`src/rtl/ddr_cmd_seq_pkg.sv`:
```
package ddr_cmd_seq_pkg;

  localparam logic [3:0] CMD_NOP = 4'b0111;
  localparam logic [3:0] CMD_ACT = 4'b0011;
  localparam logic [3:0] CMD_WR  = 4'b0100;
  localparam logic [3:0] CMD_RD  = 4'b0101;
  localparam logic [3:0] CMD_BST = 4'b0110;

  typedef enum logic [1:0] {
    SZ_BYTE = 2'd0,
    SZ_HALF = 2'd1,
    SZ_WORD = 2'd2,
    SZ_LINE = 2'd3
  } xfer_size_e;

  typedef enum logic [2:0] {
    ST_IDLE,
    ST_ACT,
    ST_GAP,
    ST_ISSUE,
    ST_XFER,
    ST_RECOV
  } seq_state_e;

endpackage

```
`src/rtl/ddr_size_decode.sv`:
```
module ddr_size_decode
  import ddr_cmd_seq_pkg::*;
#(
  parameter int BUS_BYTES  = 2,
  parameter int LINE_BYTES = 16,
  parameter int CNT_W      = 4,
  localparam int LANE_W    = (BUS_BYTES > 1) ? $clog2(BUS_BYTES) : 1
) (
  input  logic [1:0]           size_i,
  input  logic                 burst_i,
  input  logic                 write_i,
  input  logic [LANE_W-1:0]    lane_i,
  output logic                 line_o,
  output logic                 term_o,
  output logic [CNT_W-1:0]     dclk_o,
  output logic [BUS_BYTES-1:0] mask_o
);

  // beats per size on the bus, two beats per clock
  localparam int WORD_BEATS = (4 > BUS_BYTES) ? 4 / BUS_BYTES : 1;
  localparam int LINE_BEATS = LINE_BYTES / BUS_BYTES;
  localparam int WORD_CLKS  = (WORD_BEATS + 1) / 2;
  localparam int LINE_CLKS  = (LINE_BEATS + 1) / 2;

  always_comb begin
    line_o = (size_i == SZ_LINE) && burst_i;
    term_o = !write_i && !line_o;
    if (line_o)
      dclk_o = CNT_W'(LINE_CLKS);
    else if (size_i == SZ_BYTE || size_i == SZ_HALF)
      dclk_o = CNT_W'(1);
    else
      dclk_o = CNT_W'(WORD_CLKS);
    mask_o = '0;
    if (size_i == SZ_BYTE) begin
      mask_o = '1;
      mask_o[lane_i] = 1'b0;
    end
  end

endmodule

```
`src/rtl/ddr_down_counter.sv`:
```
module ddr_down_counter #(
  parameter int CNT_W = 4
) (
  input  logic             clk,
  input  logic             rst,
  input  logic             load_i,
  input  logic [CNT_W-1:0] load_val_i,
  output logic [CNT_W-1:0] cnt_o
);

  always_ff @(posedge clk) begin
    if (rst)
      cnt_o <= '0;
    else if (load_i)
      cnt_o <= load_val_i;
    else if (cnt_o != '0)
      cnt_o <= cnt_o - 1'b1;
  end

endmodule

```
`src/rtl/ddr_cmd_seq.sv`:
```
module ddr_cmd_seq
  import ddr_cmd_seq_pkg::*;
#(
  parameter int COL_W      = 9,
  parameter int ROW_W      = 13,
  parameter int BA_W       = 2,
  parameter int BUS_BYTES  = 2,
  parameter int LINE_BYTES = 16,
  parameter int CNT_W      = 4,
  parameter int ADDR_W     = $clog2(BUS_BYTES) + COL_W + ROW_W + BA_W
) (
  input  logic                 clk,
  input  logic                 rst,
  input  logic                 req_valid_i,
  output logic                 req_ready_o,
  input  logic                 req_write_i,
  input  logic [1:0]           req_size_i,
  input  logic                 req_burst_i,
  input  logic [ADDR_W-1:0]    req_addr_i,
  input  logic [CNT_W-1:0]     cfg_trcd_i,
  input  logic [CNT_W-1:0]     cfg_twr_i,
  output logic [3:0]           ddr_cmd_o,
  output logic [ROW_W-1:0]     ddr_addr_o,
  output logic [BA_W-1:0]      ddr_ba_o,
  output logic [BUS_BYTES-1:0] ddr_dm_o,
  output logic                 dqs_oe_o,
  output logic                 done_o
);

  localparam int LANE_W  = (BUS_BYTES > 1) ? $clog2(BUS_BYTES) : 1;
  localparam int LANE_LO = $clog2(BUS_BYTES);
  localparam int ROW_LO  = LANE_LO + COL_W;
  localparam int BA_LO   = ROW_LO + ROW_W;

  seq_state_e st;

  // latched request
  logic                 wr_l, term_l;
  logic [CNT_W-1:0]     dclk_l, trcd_l, twr_l;
  logic [BUS_BYTES-1:0] mask_l;
  logic [COL_W-1:0]     col_l;

  // decoder outputs
  logic                 dec_line, dec_term;
  logic [CNT_W-1:0]     dec_dclk;
  logic [BUS_BYTES-1:0] dec_mask;
  logic [LANE_W-1:0]    lane;

  // counter
  logic                 cnt_load;
  logic [CNT_W-1:0]     cnt_val, cnt;
  logic                 cnt_last;

  // registered outputs
  logic [3:0]           cmd_q;
  logic [ROW_W-1:0]     addr_q;
  logic [BA_W-1:0]      ba_q;
  logic [BUS_BYTES-1:0] dm_q;
  logic                 oe_q, rdy_q, done_q;

  generate
    if (BUS_BYTES > 1) begin : g_lane
      assign lane = req_addr_i[LANE_W-1:0];
    end else begin : g_nolane
      assign lane = 1'b0;
    end
  endgenerate

  ddr_size_decode #(
    .BUS_BYTES (BUS_BYTES),
    .LINE_BYTES(LINE_BYTES),
    .CNT_W     (CNT_W)
  ) u_dec (
    .size_i (req_size_i),
    .burst_i(req_burst_i),
    .write_i(req_write_i),
    .lane_i (lane),
    .line_o (dec_line),
    .term_o (dec_term),
    .dclk_o (dec_dclk),
    .mask_o (dec_mask)
  );

  ddr_down_counter #(.CNT_W(CNT_W)) u_cnt (
    .clk       (clk),
    .rst       (rst),
    .load_i    (cnt_load),
    .load_val_i(cnt_val),
    .cnt_o     (cnt)
  );

  assign cnt_last = (cnt == CNT_W'(1));

  always_comb begin
    cnt_load = 1'b0;
    cnt_val  = '0;
    unique case (st)
      ST_ACT:   begin cnt_load = 1'b1; cnt_val = trcd_l; end
      ST_ISSUE: begin cnt_load = 1'b1; cnt_val = dclk_l; end
      ST_XFER:  if (cnt_last) begin cnt_load = 1'b1; cnt_val = twr_l; end
      default:  ;
    endcase
  end

  always_ff @(posedge clk) begin
    if (rst) begin
      st     <= ST_IDLE;
      wr_l   <= 1'b0;
      term_l <= 1'b0;
      dclk_l <= '0;
      trcd_l <= '0;
      twr_l  <= '0;
      mask_l <= '1;
      col_l  <= '0;
      cmd_q  <= CMD_NOP;
      addr_q <= '0;
      ba_q   <= '0;
      dm_q   <= '1;
      oe_q   <= 1'b0;
      rdy_q  <= 1'b1;
      done_q <= 1'b0;
    end else begin
      cmd_q  <= CMD_NOP;
      done_q <= 1'b0;
      unique case (st)
        ST_IDLE: begin
          if (req_valid_i) begin
            wr_l   <= req_write_i;
            term_l <= dec_term;
            dclk_l <= dec_dclk;
            mask_l <= dec_mask;
            trcd_l <= cfg_trcd_i;
            twr_l  <= cfg_twr_i;
            col_l  <= req_addr_i[ROW_LO-1:LANE_LO];
            cmd_q  <= CMD_ACT;
            addr_q <= req_addr_i[BA_LO-1:ROW_LO];
            ba_q   <= req_addr_i[BA_LO+BA_W-1:BA_LO];
            rdy_q  <= 1'b0;
            st     <= ST_ACT;
          end
        end
        ST_ACT, ST_GAP: begin
          if ((st == ST_ACT && trcd_l == '0) || (st == ST_GAP && cnt_last)) begin
            cmd_q  <= wr_l ? CMD_WR : CMD_RD;
            addr_q <= ROW_W'(col_l);
            st     <= ST_ISSUE;
          end else begin
            st <= ST_GAP;
          end
        end
        ST_ISSUE: begin
          cmd_q <= term_l ? CMD_BST : CMD_NOP;
          dm_q  <= wr_l ? mask_l : '1;
          oe_q  <= wr_l;
          st    <= ST_XFER;
        end
        ST_XFER: begin
          if (cnt_last) begin
            dm_q <= '1;
            oe_q <= 1'b0;
            if (wr_l && twr_l != '0) begin
              st <= ST_RECOV;
            end else begin
              st     <= ST_IDLE;
              rdy_q  <= 1'b1;
              done_q <= 1'b1;
            end
          end
        end
        ST_RECOV: begin
          if (cnt_last) begin
            st     <= ST_IDLE;
            rdy_q  <= 1'b1;
            done_q <= 1'b1;
          end
        end
        default: st <= ST_IDLE;
      endcase
    end
  end

  assign req_ready_o = rdy_q;
  assign ddr_cmd_o   = cmd_q;
  assign ddr_addr_o  = addr_q;
  assign ddr_ba_o    = ba_q;
  assign ddr_dm_o    = dm_q;
  assign dqs_oe_o    = oe_q;
  assign done_o      = done_q;

endmodule

```
`config.mk`:
```
export PLATFORM = sky130hd
export DESIGN_NAME = ddr_cmd_seq
export DESIGN_NICKNAME = d
export VERILOG_FILES = /design/src/rtl/ddr_cmd_seq_pkg.sv /design/src/rtl/ddr_size_decode.sv /design/src/rtl/ddr_down_counter.sv /design/src/rtl/ddr_cmd_seq.sv
export SDC_FILE = /design/constraint.sdc
export NUM_CORES = 1
export LEC_CHECK = 0
export CAP_MARGIN = 25
export CORE_MARGIN = 4
export CORE_UTILIZATION = 40
export CTS_CLUSTER_DIAMETER = 100
export DETAILED_ROUTE_END_ITERATION = 7
export PLACE_DENSITY = 0.67
export SYNTH_ARGS = -nofsm -noshare
export SYNTH_HDL_FRONTEND = slang
export SYNTH_HIERARCHICAL = 1
export SYNTH_SLANG_ARGS = --single-unit
```
`constraint.sdc`:
```
create_clock -name clk -period 3 [get_ports clk]
set_input_delay 0.6 -clock clk [delete_from_list [all_inputs] [get_ports clk]]
set_output_delay 0.6 -clock clk [all_outputs]
set_load 0.005 [all_outputs]
```
==> out/qor.yml <==
rows: 29
drc: 0
hp-class: "reg -> reg"
htree_num_levels: 2
clk_pin_slew_worst_paths_ns: 0.10
gp_congestion: 0.748
yosysWarnings: 6
dp_hpwl_mm: 4.26
synthFlopType: "dfxtp_1"
vias: 2368
clk_latency_ns: 0.31
cts_root_buf: "clkbuf_8"
power.density_nw_per_um2: 866
async_flop_share_pct: 0
placed_cell_area_um2: 3210
grt_pass1_wl_mm: 9.79
synth_edf_count: 0
drive_above_1_share_pct: 5.74
period_share_pct: 74.4
cts_tree: "built"
viasPerCell: 5.35
max_freq_mhz: 448
synth_area_um2: 2600
cts_setup_buffers: 0
clock_skew_ns: 0.0125
wirelength_mm: 6.15
io_pins: 64
dieArea_um2: 7870
final_util_pct: 52.3
max-slew-margin-rel_pct: 31.6
grt_usage_pct: 15.6
synth_area_per_cell_um2: 8.19
die_h_um: 88.7
rsz0062_at_grt: "false"
antennaDiodeCount: 0
worstMarginPinSlew_ns: 1.02
clkSinkCount: 55
drv_slew: 0
cts_hold_buf: 0
cts_buffer_depth: 2
cts_buffers: 5
arrival_ns: 2.46
io_buffers: 62
slowest_stage: "xnor2_2"
fin_nets: 407
synth.distinct_cells: 44
cap_violations: 0
synth_cells: 318
cp_data_required_time_ns: 3.23
synth-seq-cells: 55
antenna_found_initial: 0
design_area_um2: 3320
setup_viol: 0
hold_viol: 0
start_util_pct: 41.0
coreArea_um2: 6350
overflow: 0
max_stage_delay_ns: 0.90
path_cells: "xnor2_2 > o21ai_0 > or4_1 > a21oi_1"
holdWs_ns: 0.459
final_common_cell: "nand2_1"
fp.dieW_um: 88.7
period_minus_slack_ns: 2.23
critPathKind: "reg -> reg"
drt-initial-drc-count: 133
first_global_vias: 2115
grt_max_degree: 56
status: "finished clean"
antenna_left: 0
crit_path_max_fanout: 24
fin_tns_setup_ns: 0
crit_path_start_kind: "flip-flop"
leakagePower_nw: 1.17
synth-seq-area-share_pct: 42.3
peakVddDrop_mv: 0.463
endpoint_kind: "flip-flop"
area_growth_pct: 27.6
avgRoutedWirePerCell_um: 13.9
drtPass1Iterations: 4
cts_resized: 0
p_total_mw: 2.88
most-common-layout-cells: "nand2_1 (68), clkdlybuf4s50_1 (61), dfxtp_1 (55)"
==> Yosys cell counts (all sizes together), types with 2 or more instances <==
| cell | count | area [um^2] |
|---|---|---|
| a211o | 2 | 17.5 |
| a211oi | 2 | 15.0 |
| a21oi | 45 | 229 |
| buf | 10 | 70.1 |
| clkbuf | 14 | 52.6 |
| conb | 2 | 7.51 |
| dfxtp | 55 | 1100 |
| dlygate4sd1 | 4 | 35.0 |
| ha | 2 | 25.0 |
| inv | 4 | 15.0 |
| mux2i | 4 | 40.0 |
| nand2 | 68 | 255 |
| nand2b | 4 | 25.0 |
| nand3 | 4 | 20.0 |
| nand3b | 2 | 15.0 |
| nor2 | 3 | 11.3 |
| nor3 | 7 | 35.0 |
| nor3b | 13 | 97.6 |
| nor4 | 3 | 18.8 |
| o2111ai | 9 | 78.8 |
| o21a | 10 | 82.6 |
| o21ai | 12 | 60.1 |
| o21bai | 3 | 22.5 |
| o22ai | 2 | 12.5 |
| o31ai | 14 | 105 |
| or3 | 2 | 12.5 |
| or4 | 5 | 37.5 |
| xnor2 | 3 | 26.3 |
==> cell type report <==
type / instances / area, um^2
Fill cell: 637 / 3030
Multi-Input combinational cell: 231 / 1340
Sequential cell: 55 / 1100
Timing Repair Buffer: 68 / 661
Tap cell: 77 / 96.3
Clock buffer: 5 / 68.8
Clock inverter: 3 / 43.8
Inverter: 4 / 15.0
==> stage by stage <==
stage	setup slack (ns)	cells
2_1_floorplan	1.18	319
3_3_place_gp	0.599	435
3_5_place_dp	0.581	435
4_1_cts	0.745	443
5_1_grt	0.545	443
6_report	0.768	443
==> sequential cells by signal (all words and copies together), names as in the netlist <==
signal / count
req_ready_o: 1
mask_l: 2
done_o: 1
dqs_oe_o: 1
wr_l: 1
ddr_addr_o: 13
ddr_cmd_o: 3
twr_l: 4
trcd_l: 4
ddr_ba_o: 2
dclk_l: 4
ddr_dm_o: 2
st: 3
col_l: 9
term_l: 1
u_cnt/cnt_o: 4
==> critical path, delay by kind of cell (launching register included) <==
kind	cells	cell delay, ns
and+or+nand+nor	1	0.42
AOI/OAI and AO/OA	2	0.29
DFF	1	0.53
xor gates and xnor gates	1	0.90
==> metal layers <==
layer  vias to the layer above  share of wire [%]  GRT usage [%]
met1                      1090                 44           20.8
met4                         0                1.1           3.71
met5                         -                  0              0
met2                        51                 49           25.9
met3                         7                5.8           3.07
li1                       1220                  -              -
==> where the power goes <==
| group | switching [mW] | total [mW] | leakage (nW) | internal, mW |
|---|---|---|---|---|
| registers | 0.175 | 1.12 | 0.451 | 0.943 |
| logic | 0.652 | 1.27 | 0.661 | 0.616 |
| clock network | 0.243 | 0.492 | 0.0581 | 0.249 |
| total | 1.07 | 2.88 | 1.17 | 1.81 |
==> cells by family after synthesis <==
logic type	count (synthesis)	share of synthesized area (%)
AO/OA/AOI/OAI	101	24.5
XOR/XNOR	3	1.01
other	2	0.288
flip-flops	55	42.3
adder cells (fa/ha/maj)	2	0.960
AND/OR/NAND/NOR	117	22.0
multiplexers	5	1.97
buffers and inverters	33	7.01
==> worst paths after layout <==
path / startpoint / endpoint / slack, ns / cells past startpoint
worst max-delay path: st[1] / ddr_addr_o[12] / 0.77 / 4
worst min register to register: ddr_ba_o[0] / ddr_ba_o[0] / 0.46 / 2
worst max register to register: st[1] / ddr_addr_o[12] / 0.77 / 4
worst min-delay path: ddr_ba_o[0] / ddr_ba_o[0] / 0.46 / 2
Note: power is estimated with default switching activity, not from simulation.
